**config.mk**
```make
export PLATFORM = sky130hd
export DESIGN_NAME = disp_ctrl_dec
export DESIGN_NICKNAME = d
export VERILOG_FILES = /design/src/rtl/disp_pkg.sv /design/src/rtl/disp_ctrl_bank.sv /design/src/rtl/disp_env_query.sv /design/src/rtl/disp_scale.sv /design/src/rtl/disp_ctrl_dec.sv
export SDC_FILE = /design/constraint.sdc
export NUM_CORES = 2
export LEC_CHECK = 0
export BUFFER_PORTS_ARGS = -buffer_cell sky130_fd_sc_hd__buf_2
export CAP_MARGIN = 30
export CORE_MARGIN = 4
export CORE_UTILIZATION = 60
export DETAILED_ROUTE_END_ITERATION = 12
export PLACE_DENSITY = 0.78
export SKIP_LAST_GASP = 1
export SLEW_MARGIN = 20
export SYNTH_ARGS = -nofsm -noshare
export SYNTH_HDL_FRONTEND = slang
export SYNTH_SLANG_ARGS = --single-unit
```
**constraint.sdc**
```tcl
create_clock -name clk_i -period 10.8 [get_ports clk_i]
set_input_delay 2.16 -clock clk_i [delete_from_list [all_inputs] [get_ports clk_i]]
set_output_delay 2.16 -clock clk_i [all_outputs]
set_load 0.02 [all_outputs]
```
**src/rtl/disp_pkg.sv**
```systemverilog
package disp_pkg;
  localparam int CMD_W       = 8;
  localparam int HRES_W      = 10;
  localparam int VRES_W      = 9;
  localparam int WID_W       = 10;
  localparam int HGT_W       = 11;
  localparam int XR_W        = 12;
  localparam int YR_W        = 10;
  localparam int BLANK_BIT   = 23;
  localparam int DHEIGHT_BIT = 19;
  localparam int DMA_LSB     = 29;
  localparam int RANGE_FULL  = 2560;
  // 2560 = 512 * 5; divide by 5 via 3277/2^14, exact for quotients < 16384
  localparam int PRE_SHIFT   = 9;
  localparam int RECIP_MUL   = 3277;
  localparam int RECIP_SHIFT = 14;
  localparam logic [31:0]       STATUS_RST = 32'h1480_2000;
  localparam logic [HRES_W-1:0] HRES_RST   = 10'd256;
  localparam logic [VRES_W-1:0] VRES_RST   = 9'd240;

  typedef enum logic [CMD_W-1:0] {
    CMD_RESET  = 8'h00,
    CMD_BLANK  = 8'h03,
    CMD_DMA    = 8'h04,
    CMD_START  = 8'h05,
    CMD_HRANGE = 8'h06,
    CMD_VRANGE = 8'h07,
    CMD_MODE   = 8'h08
  } cmd_e;

  function automatic logic [HRES_W-1:0] hres_of(input logic [2:0] i);
    case (i)
      3'd0:    return 10'd256;
      3'd1:    return 10'd368;
      3'd2:    return 10'd320;
      3'd3:    return 10'd384;
      3'd4,
      3'd5:    return 10'd512;
      default: return 10'd640;
    endcase
  endfunction

  function automatic logic [VRES_W-1:0] vres_of(input logic [1:0] i);
    case (i)
      2'd0:    return 9'd240;
      2'd2:    return 9'd256;
      default: return 9'd480;
    endcase
  endfunction
endpackage

```
**src/rtl/disp_ctrl_bank.sv**
```systemverilog
module disp_ctrl_bank #(
  parameter int SLOTS = 16
) (
  input  logic        clk_i,
  input  logic        rst_ni,
  input  logic        wr_i,
  input  logic [7:0]  cmd_i,
  input  logic [31:0] data_i,
  output logic        drop_o
);
  localparam int IDX_W = (SLOTS > 1) ? $clog2(SLOTS) : 1;

  logic [31:0]      slot_q [SLOTS];
  logic             in_range;
  logic [IDX_W-1:0] idx;

  generate
    if (SLOTS >= 256) begin : g_all
      assign in_range = 1'b1;
    end else begin : g_lim
      assign in_range = ({24'd0, cmd_i} < 32'(SLOTS));
    end
  endgenerate

  assign idx    = IDX_W'(cmd_i);
  assign drop_o = (cmd_i != 8'h00) && in_range && (slot_q[idx] == data_i);

  always_ff @(posedge clk_i or negedge rst_ni) begin
    if (!rst_ni) begin
      for (int s = 0; s < SLOTS; s++) slot_q[s] <= (s == 3) ? 32'd1 : 32'd0;
    end else if (wr_i && !drop_o) begin
      if (cmd_i == 8'h00) begin
        for (int s = 0; s < SLOTS; s++) slot_q[s] <= (s == 3) ? 32'd1 : 32'd0;
      end else if (in_range) begin
        slot_q[idx] <= data_i;
      end
    end
  end
endmodule

```
**src/rtl/disp_env_query.sv**
```systemverilog
module disp_env_query #(
  parameter int ENV_WORDS = 8
) (
  input  logic        clk_i,
  input  logic        rst_ni,
  input  logic        we_i,
  input  logic [2:0]  idx_i,
  input  logic [31:0] data_i,
  input  logic [3:0]  sel_i,
  output logic [31:0] val_o
);
  localparam int EIDX_W = $clog2(ENV_WORDS);

  logic [31:0] env_q [ENV_WORDS];

  always_ff @(posedge clk_i or negedge rst_ni) begin
    if (!rst_ni) begin
      for (int e = 0; e < ENV_WORDS; e++) env_q[e] <= '0;
    end else if (we_i) begin
      env_q[EIDX_W'(idx_i)] <= data_i;
    end
  end

  always_comb begin
    case (sel_i)
      4'd2, 4'd3, 4'd4, 4'd5: val_o = {12'd0, env_q[EIDX_W'(sel_i[2:0])][19:0]};
      4'd6:                   val_o = {12'd0, env_q[EIDX_W'(5)][19:0]};
      4'd7:                   val_o = 32'd2;
      default:                val_o = 32'd0;
    endcase
  end
endmodule

```
**src/rtl/disp_scale.sv**
```systemverilog
module disp_scale
  import disp_pkg::*;
(
  input  logic              clk_i,
  input  logic              rst_ni,
  input  logic              force_i,
  input  logic              start_i,
  input  logic              upd_w_i,
  input  logic              upd_h_i,
  input  logic [XR_W-1:0]   x1_i,
  input  logic [XR_W-1:0]   x2_i,
  input  logic [YR_W-1:0]   y1_i,
  input  logic [YR_W-1:0]   y2_i,
  input  logic [HRES_W-1:0] hres_i,
  input  logic [VRES_W-1:0] vres_i,
  input  logic              dheight_i,
  output logic [WID_W-1:0]  width_o,
  output logic [HGT_W-1:0]  height_o,
  output logic              busy_o
);
  localparam int PROD_W = XR_W + HRES_W;
  localparam int QDIV_W = PROD_W - PRE_SHIFT;
  localparam int QMUL_W = QDIV_W + 13;

  logic [1:0]        cnt_q;
  logic              upd_w_q, upd_h_q, full_q;
  logic [PROD_W-1:0] prod_q;
  logic [WID_W-1:0]  width_q;
  logic [HGT_W-1:0]  height_q;

  logic signed [XR_W:0]   dx;
  logic signed [YR_W+1:0] dy, dy2;
  logic [QDIV_W-1:0]      qdiv;
  logic [QMUL_W-1:0]      qmul;
  logic [WID_W-1:0]       w_scaled;
  logic [HGT_W-1:0]       h_new;

  assign dx       = $signed({1'b0, x2_i}) - $signed({1'b0, x1_i});
  assign dy       = $signed({2'b00, y2_i}) - $signed({2'b00, y1_i});
  assign dy2      = dheight_i ? (dy <<< 1) : dy;
  assign h_new    = (dy2 <= 0) ? HGT_W'(vres_i) : dy2[HGT_W-1:0];
  assign qdiv     = prod_q[PROD_W-1:PRE_SHIFT];
  assign qmul     = QMUL_W'(qdiv) * QMUL_W'(RECIP_MUL);
  assign w_scaled = qmul[RECIP_SHIFT +: WID_W];

  always_ff @(posedge clk_i or negedge rst_ni) begin
    if (!rst_ni) begin
      cnt_q    <= 2'd0;
      upd_w_q  <= 1'b0;
      upd_h_q  <= 1'b0;
      full_q   <= 1'b0;
      prod_q   <= '0;
      width_q  <= WID_W'(HRES_RST);
      height_q <= HGT_W'(VRES_RST);
    end else if (force_i) begin
      cnt_q    <= 2'd0;
      width_q  <= WID_W'(HRES_RST);
      height_q <= HGT_W'(VRES_RST);
    end else if (start_i) begin
      cnt_q   <= 2'd2;
      upd_w_q <= upd_w_i;
      upd_h_q <= upd_h_i;
    end else if (cnt_q == 2'd2) begin
      prod_q <= PROD_W'(dx[XR_W-1:0]) * PROD_W'(hres_i);
      full_q <= (dx <= 0) || (dx >= (XR_W+1)'(RANGE_FULL));
      cnt_q  <= 2'd1;
    end else if (cnt_q == 2'd1) begin
      if (upd_w_q) width_q <= full_q ? WID_W'(hres_i) : w_scaled;
      if (upd_h_q) height_q <= h_new;
      cnt_q <= 2'd0;
    end
  end

  assign width_o  = width_q;
  assign height_o = height_q;
  assign busy_o   = (cnt_q != 2'd0);
endmodule

```
**src/rtl/disp_ctrl_dec.sv**
```systemverilog
module disp_ctrl_dec
  import disp_pkg::*;
#(
  parameter int CTRL_SLOTS = 16,
  parameter int ENV_WORDS  = 8
) (
  input  logic              clk_i,
  input  logic              rst_ni,
  input  logic              wr_valid_i,
  input  logic [31:0]       wr_data_i,
  output logic              wr_ready_o,
  input  logic              env_we_i,
  input  logic [2:0]        env_idx_i,
  input  logic [31:0]       env_data_i,
  input  logic              lcf_i,
  output logic [31:0]       status_o,
  output logic [31:0]       rd_data_o,
  output logic              busy_o,
  output logic [9:0]        disp_x_o,
  output logic [9:0]        disp_y_o,
  output logic [HRES_W-1:0] hres_o,
  output logic [VRES_W-1:0] vres_o,
  output logic [WID_W-1:0]  width_o,
  output logic [HGT_W-1:0]  height_o,
  output logic              blank_o,
  output logic [1:0]        dma_dir_o
);
  logic              accept, drop, act, busy;
  logic [CMD_W-1:0]  cmd;
  logic [31:0]       qval;
  logic [31:0]       status_q, rd_q;
  logic [9:0]        dx_q, dy_q;
  logic [XR_W-1:0]   x1_q, x2_q;
  logic [YR_W-1:0]   y1_q, y2_q;
  logic [HRES_W-1:0] hres_q;
  logic [VRES_W-1:0] vres_q;
  logic              sc_start, sc_force;

  assign cmd        = wr_data_i[31:24];
  assign wr_ready_o = !busy;
  assign accept     = wr_valid_i && wr_ready_o;
  assign act        = accept && !drop;
  assign sc_force   = act && (cmd == CMD_RESET);
  assign sc_start   = act && (cmd == CMD_HRANGE || cmd == CMD_VRANGE || cmd == CMD_MODE);

  disp_ctrl_bank #(.SLOTS(CTRL_SLOTS)) u_bank (
    .clk_i  (clk_i),
    .rst_ni (rst_ni),
    .wr_i   (accept),
    .cmd_i  (cmd),
    .data_i (wr_data_i),
    .drop_o (drop)
  );

  disp_env_query #(.ENV_WORDS(ENV_WORDS)) u_env (
    .clk_i  (clk_i),
    .rst_ni (rst_ni),
    .we_i   (env_we_i),
    .idx_i  (env_idx_i),
    .data_i (env_data_i),
    .sel_i  (wr_data_i[27:24]),
    .val_o  (qval)
  );

  disp_scale u_scale (
    .clk_i     (clk_i),
    .rst_ni    (rst_ni),
    .force_i   (sc_force),
    .start_i   (sc_start),
    .upd_w_i   (cmd == CMD_HRANGE || cmd == CMD_MODE),
    .upd_h_i   (cmd == CMD_VRANGE || cmd == CMD_MODE),
    .x1_i      (x1_q),
    .x2_i      (x2_q),
    .y1_i      (y1_q),
    .y2_i      (y2_q),
    .hres_i    (hres_q),
    .vres_i    (vres_q),
    .dheight_i (status_q[DHEIGHT_BIT]),
    .width_o   (width_o),
    .height_o  (height_o),
    .busy_o    (busy)
  );

  always_ff @(posedge clk_i or negedge rst_ni) begin
    if (!rst_ni) begin
      status_q <= STATUS_RST;
      rd_q     <= '0;
      hres_q   <= HRES_RST;
      vres_q   <= VRES_RST;
      dx_q     <= '0;
      dy_q     <= '0;
      x1_q     <= '0;
      x2_q     <= '0;
      y1_q     <= '0;
      y2_q     <= '0;
    end else if (act) begin
      case (cmd)
        CMD_RESET: begin
          status_q <= STATUS_RST;
          rd_q     <= '0;
          hres_q   <= HRES_RST;
          vres_q   <= VRES_RST;
        end
        CMD_BLANK: status_q[BLANK_BIT] <= wr_data_i[0];
        CMD_DMA:   status_q[DMA_LSB +: 2] <= wr_data_i[1:0];
        CMD_START: begin
          dx_q <= wr_data_i[9:0];
          dy_q <= wr_data_i[19:10];
        end
        CMD_HRANGE: begin
          x1_q <= wr_data_i[11:0];
          x2_q <= wr_data_i[23:12];
        end
        CMD_VRANGE: begin
          y1_q <= wr_data_i[9:0];
          y2_q <= wr_data_i[19:10];
        end
        CMD_MODE: begin
          status_q[22:16] <= {wr_data_i[5:0], wr_data_i[6]};
          hres_q          <= hres_of({wr_data_i[1:0], wr_data_i[6]});
          vres_q          <= vres_of(wr_data_i[3:2]);
        end
        default: if (cmd[7:4] == 4'h1) rd_q <= qval;
      endcase
    end
  end

  assign status_o  = {lcf_i, status_q[30:0]};
  assign rd_data_o = rd_q;
  assign busy_o    = busy;
  assign disp_x_o  = dx_q;
  assign disp_y_o  = dy_q;
  assign hres_o    = hres_q;
  assign vres_o    = vres_q;
  assign blank_o   = status_q[BLANK_BIT];
  assign dma_dir_o = status_q[DMA_LSB +: 2];
endmodule

```
==> metrics.md <==
| Metric | Value |
|---|---|
| Max Cap Violations | `0` |
| Avg Inst Size Synth | `12.41 um2` |
| Outcome | `finished, final reports clean` |
| CTS Hold Buffers Added | `0` |
| Yosys top cell area share | `46.29%` |
| Data required, critical path | `roughly 11 ns` |
| Initial Util | `60.57%` |
| Post-synthesis cell count | `~3100` |
| CTS tree | `done` |
| Net Sw Frac | `31.16%` |
| Clock share of power | `between 30% and 40%` |
| Peak Freq | `around 0.13 GHz` |
| GRT Total Usage | `a little under a third` |
| Largest net degree at the start of global routing | `between 150 and 200` |
| CP Launch Type | `primary input` |
| Final count of pins violating max slew | `0` |
| Drt pass-1 iters | `6` |
| Hold Startpoint | `u_bank.slot_q[378]` |
| Share of cells above drive strength 1 | `20.55%` |
| Min-delay worst type | `reg2reg` |
| Critical path type | `in2reg` |
| Slew headroom | `28.28%` |
| FF-to-FF End | `u_scale.prod_q[20]` |
| Worst hold path depth | `1` |
| Gpl congestion | `0.9097` |
| Reg2reg start | `x2_q[0]` |
| First-pass GRT wire length | `172000 um` |
| Worst-margin pin slew | `1.076 ns` |
| Worst VDD drop | `149.5 uV` |
| Maximum fanout along the worst path | `62` |
| Number of synthesized flops with an enable pin | `0` |
| Htree depth | `3` |
| Core footprint | `64350 um2` |
| Die height | `~260 um` |
| Antenna violations before repair | `7` |
| Layout area overhead | `10.54%` |
| R2r setup slk | `4.11 ns` |
| Most frequent cells after synthesis | `dfrtp_1, a22o_1, inv_1` |
| Synth Register Bits | `around 730` |
| Placed Area | `40290 um2` |
| Dpl ws | `2.873 ns` |
| Crit path arrival time | `8.05 ns` |
| Minimum clock period | `around 7.5 ns` |
| Wl on met1 | `42180 um` |
| DRC errors left | `0` |
| # rows | `93` |
| Layout Skew | `0.02979 ns` |
| Synthesized cell area | `38980 um2` |
| Pwr/cell area | `186.6 nW/um2` |
| Final ANT Viol Nets | `0` |
| Top sig layer | `met5` |
| Wire length per cell | `between 20 and 30 um` |
| RSZ-0062 raised after global routing | `no` |
| WL met2 | `51080 um` |
| Clk root buf | `clkbuf_16` |
| Gate power share | `26.6%` |
| Synth cell types | `100` |
| Fin area | `43080 um2` |
| Layout Cells excl Fill | `~4100` |
| CP endpoint kind | `flop` |
| Via count | `27640` |
| Post-Route WL | `109500 um` |
| Die ar. | `69100 um2` |
| Grt ovf | `0` |
| R2R depth | `24` |
| Vias in the first global route | `29460` |
| Clock sinks | `731` |
| Placed cell count | `slightly below 4000` |
| Setup Fix Bufs, Post-CTS | `0` |
| Hold EP | `u_bank.slot_q[378]` |
| Final #Nets | `3528` |
| Crit share post-route | `slightly below 70%` |
| Clock latency on the worst-skew pair | `0.64 ns` |
| Ranking of synthesized cells by area | `dfrtp_1, a22o_1, mux4_2` |
| Ys Warns | `0` |
| Clock transition at the registers of the reported paths | `0.06 ns` |
| Seq pwr share | `roughly 39%` |
| Via density | `6.683` |
| Met3 Wirelength | `roughly 11000 um` |
| Final setup violating endpoints | `0` |
| Lkg Pwr | `21.70 nW` |
| Sequential share of the synthesized area | `a little under half` |
| Clock buffer count from CTS | `79` |
| Fin. Hold Viols | `0` |
| PortBufs | `145` |
| PostCTS Resize Cnt | `0` |
| Maximum buffer depth of the clock tree | `3` |
| Die Wd | `262.9 um` |
| Initial DRC Count | `3051` |
| P_int | `around 5.5 mW` |
| Num ports | `201` |
| P_sw | `about 2.5 mW` |
| Post-synth ARST share | `100.0%` |
| Area leader, netlist | `dfrtp_1` |
| Worst Setup Slack, final | `between 3 and 4 ns` |
| Primary FF master, synth | `dfrtp_1` |
| Most frequent cell after synthesis | `dfrtp_1` |
| DP Wirelength | `roughly 70000 um` |
| Setup Total Neg Slack | `0 ns` |
metal layers:
layer	GRT usage [%]	vias to the layer above
met3	7.574	375
met1	41.92	14220
met5	0	-
met4	14.48	4
li1	-	11440
met2	49.95	1594
per-stage QoR:
stage               hold WS, ns  utilization [%]  power [mW]
floorplan                0.4378                -       4.685
global placement         0.4518            62.37       5.143
detailed placement       0.4610            62.61       5.294
CTS                      0.4743            66.80       8.072
global route             0.4903            66.94       8.494
finish                   0.4741            66.95       8.041
layout make-up:
class	count	area [um2]
inverter	177	664.4
tap	855	1070
multi-input combinational	2012	18900
clock buffer	113	2327
timing repair buffer	211	1433
clock inverter	31	367.9
sequential	731	18310
antenna	5	12.51
fill	4566	21260
sequential cells by signal (all words and copies together), names as in the netlist, 2 cells and up:
signal	count
rd_data_o	20
y1_q	10
u_scale.prod_q	13
u_bank.slot_q	510
x2_q	12
hres_o	5
disp_y_o	10
x1_q	12
status_q	10
u_scale.width_o	10
vres_o	3
u_env.env_q	80
disp_x_o	10
u_scale.cnt_q	2
y2_q	10
u_scale.height_o	11
logic make-up after synthesis:
| kind of cell | count (synthesis) | share of synthesized area, % |
|---|---|---|
| AOI/OAI and AO/OA | 692 | 14.63 |
| xor gates and xnor gates | 73 | 1.640 |
| DFF | 731 | 46.96 |
| adders and majority gates | 244 | 9.451 |
| other | 2 | 0.01927 |
| muxes | 400 | 14.09 |
| buffers and inverters | 437 | 5.528 |
| and+or+nand+nor | 562 | 7.682 |
power groups by stage:
stage	sequential, mW	clock [mW]	combinational (mW)
global placement	3.14	0	2.00
floorplan	3.14	0	1.55
finish	3.12	2.78	2.14
global route	3.14	2.92	2.44
CTS	3.12	2.81	2.15
detailed placement	3.16	0	2.13
cell usage in the layout (no fill, tap or decap), types with 8 or more instances in the layout:
cell type  instances
xnor2_1           56
a22oi_1           17
clkbuf_8          18
fa_1              84
and2_1           153
o22ai_1           19
nor2b_1           29
inv_1            174
a21oi_1           85
clkinv_2          13
o21ai_0           34
a21o_1            26
or2_2              8
dfstp_2           10
o31ai_1           20
nor3_1            25
nor2_1            88
buf_2            142
mux2_2           139
nand2_1          151
and3_1            12
conb_1            41
mux2_4            14
buf_4             53
dfrtp_1          721
a211oi_1          17
ha_1             160
clkbuf_16         81
nand3_1           18
xor2_1            17
mux4_2            98
a2bb2o_1          58
mux2i_1          135
clkbuf_1          14
nand2b_1          13
a22o_1           301
o21a_1            14
mux2_1            14
a2bb2o_4          14
worst max-delay path, cell delays in order:
cell	delay (ns)
buf_8	0.53
buf_4	0.76
mux4_2	0.63
mux2i_1	0.23
xnor2_1	0.15
a32oi_1	0.26
o21bai_1	0.28
a2111oi_4	0.88
nand3_4	0.47
a21oi_4	0.89
buf_4	0.48
a22o_1	0.19
worst max-delay path by stage:
stage | to | cells past startpoint | slack, ns | start
floorplan | u_scale.prod_q[21] | 23 | 4.94 | x1_q[0]
global placement | x2_q[10] | 12 | 2.74 | wr_data_i[24]
detailed placement | u_bank.slot_q[244] | 12 | 2.87 | wr_data_i[24]
CTS | u_bank.slot_q[237] | 12 | 3.48 | wr_data_i[24]
global route | u_bank.slot_q[237] | 12 | 3.14 | wr_data_i[24]
finish | u_bank.slot_q[234] | 12 | 3.31 | wr_data_i[24]
Power figures use the tool's default switching activity.
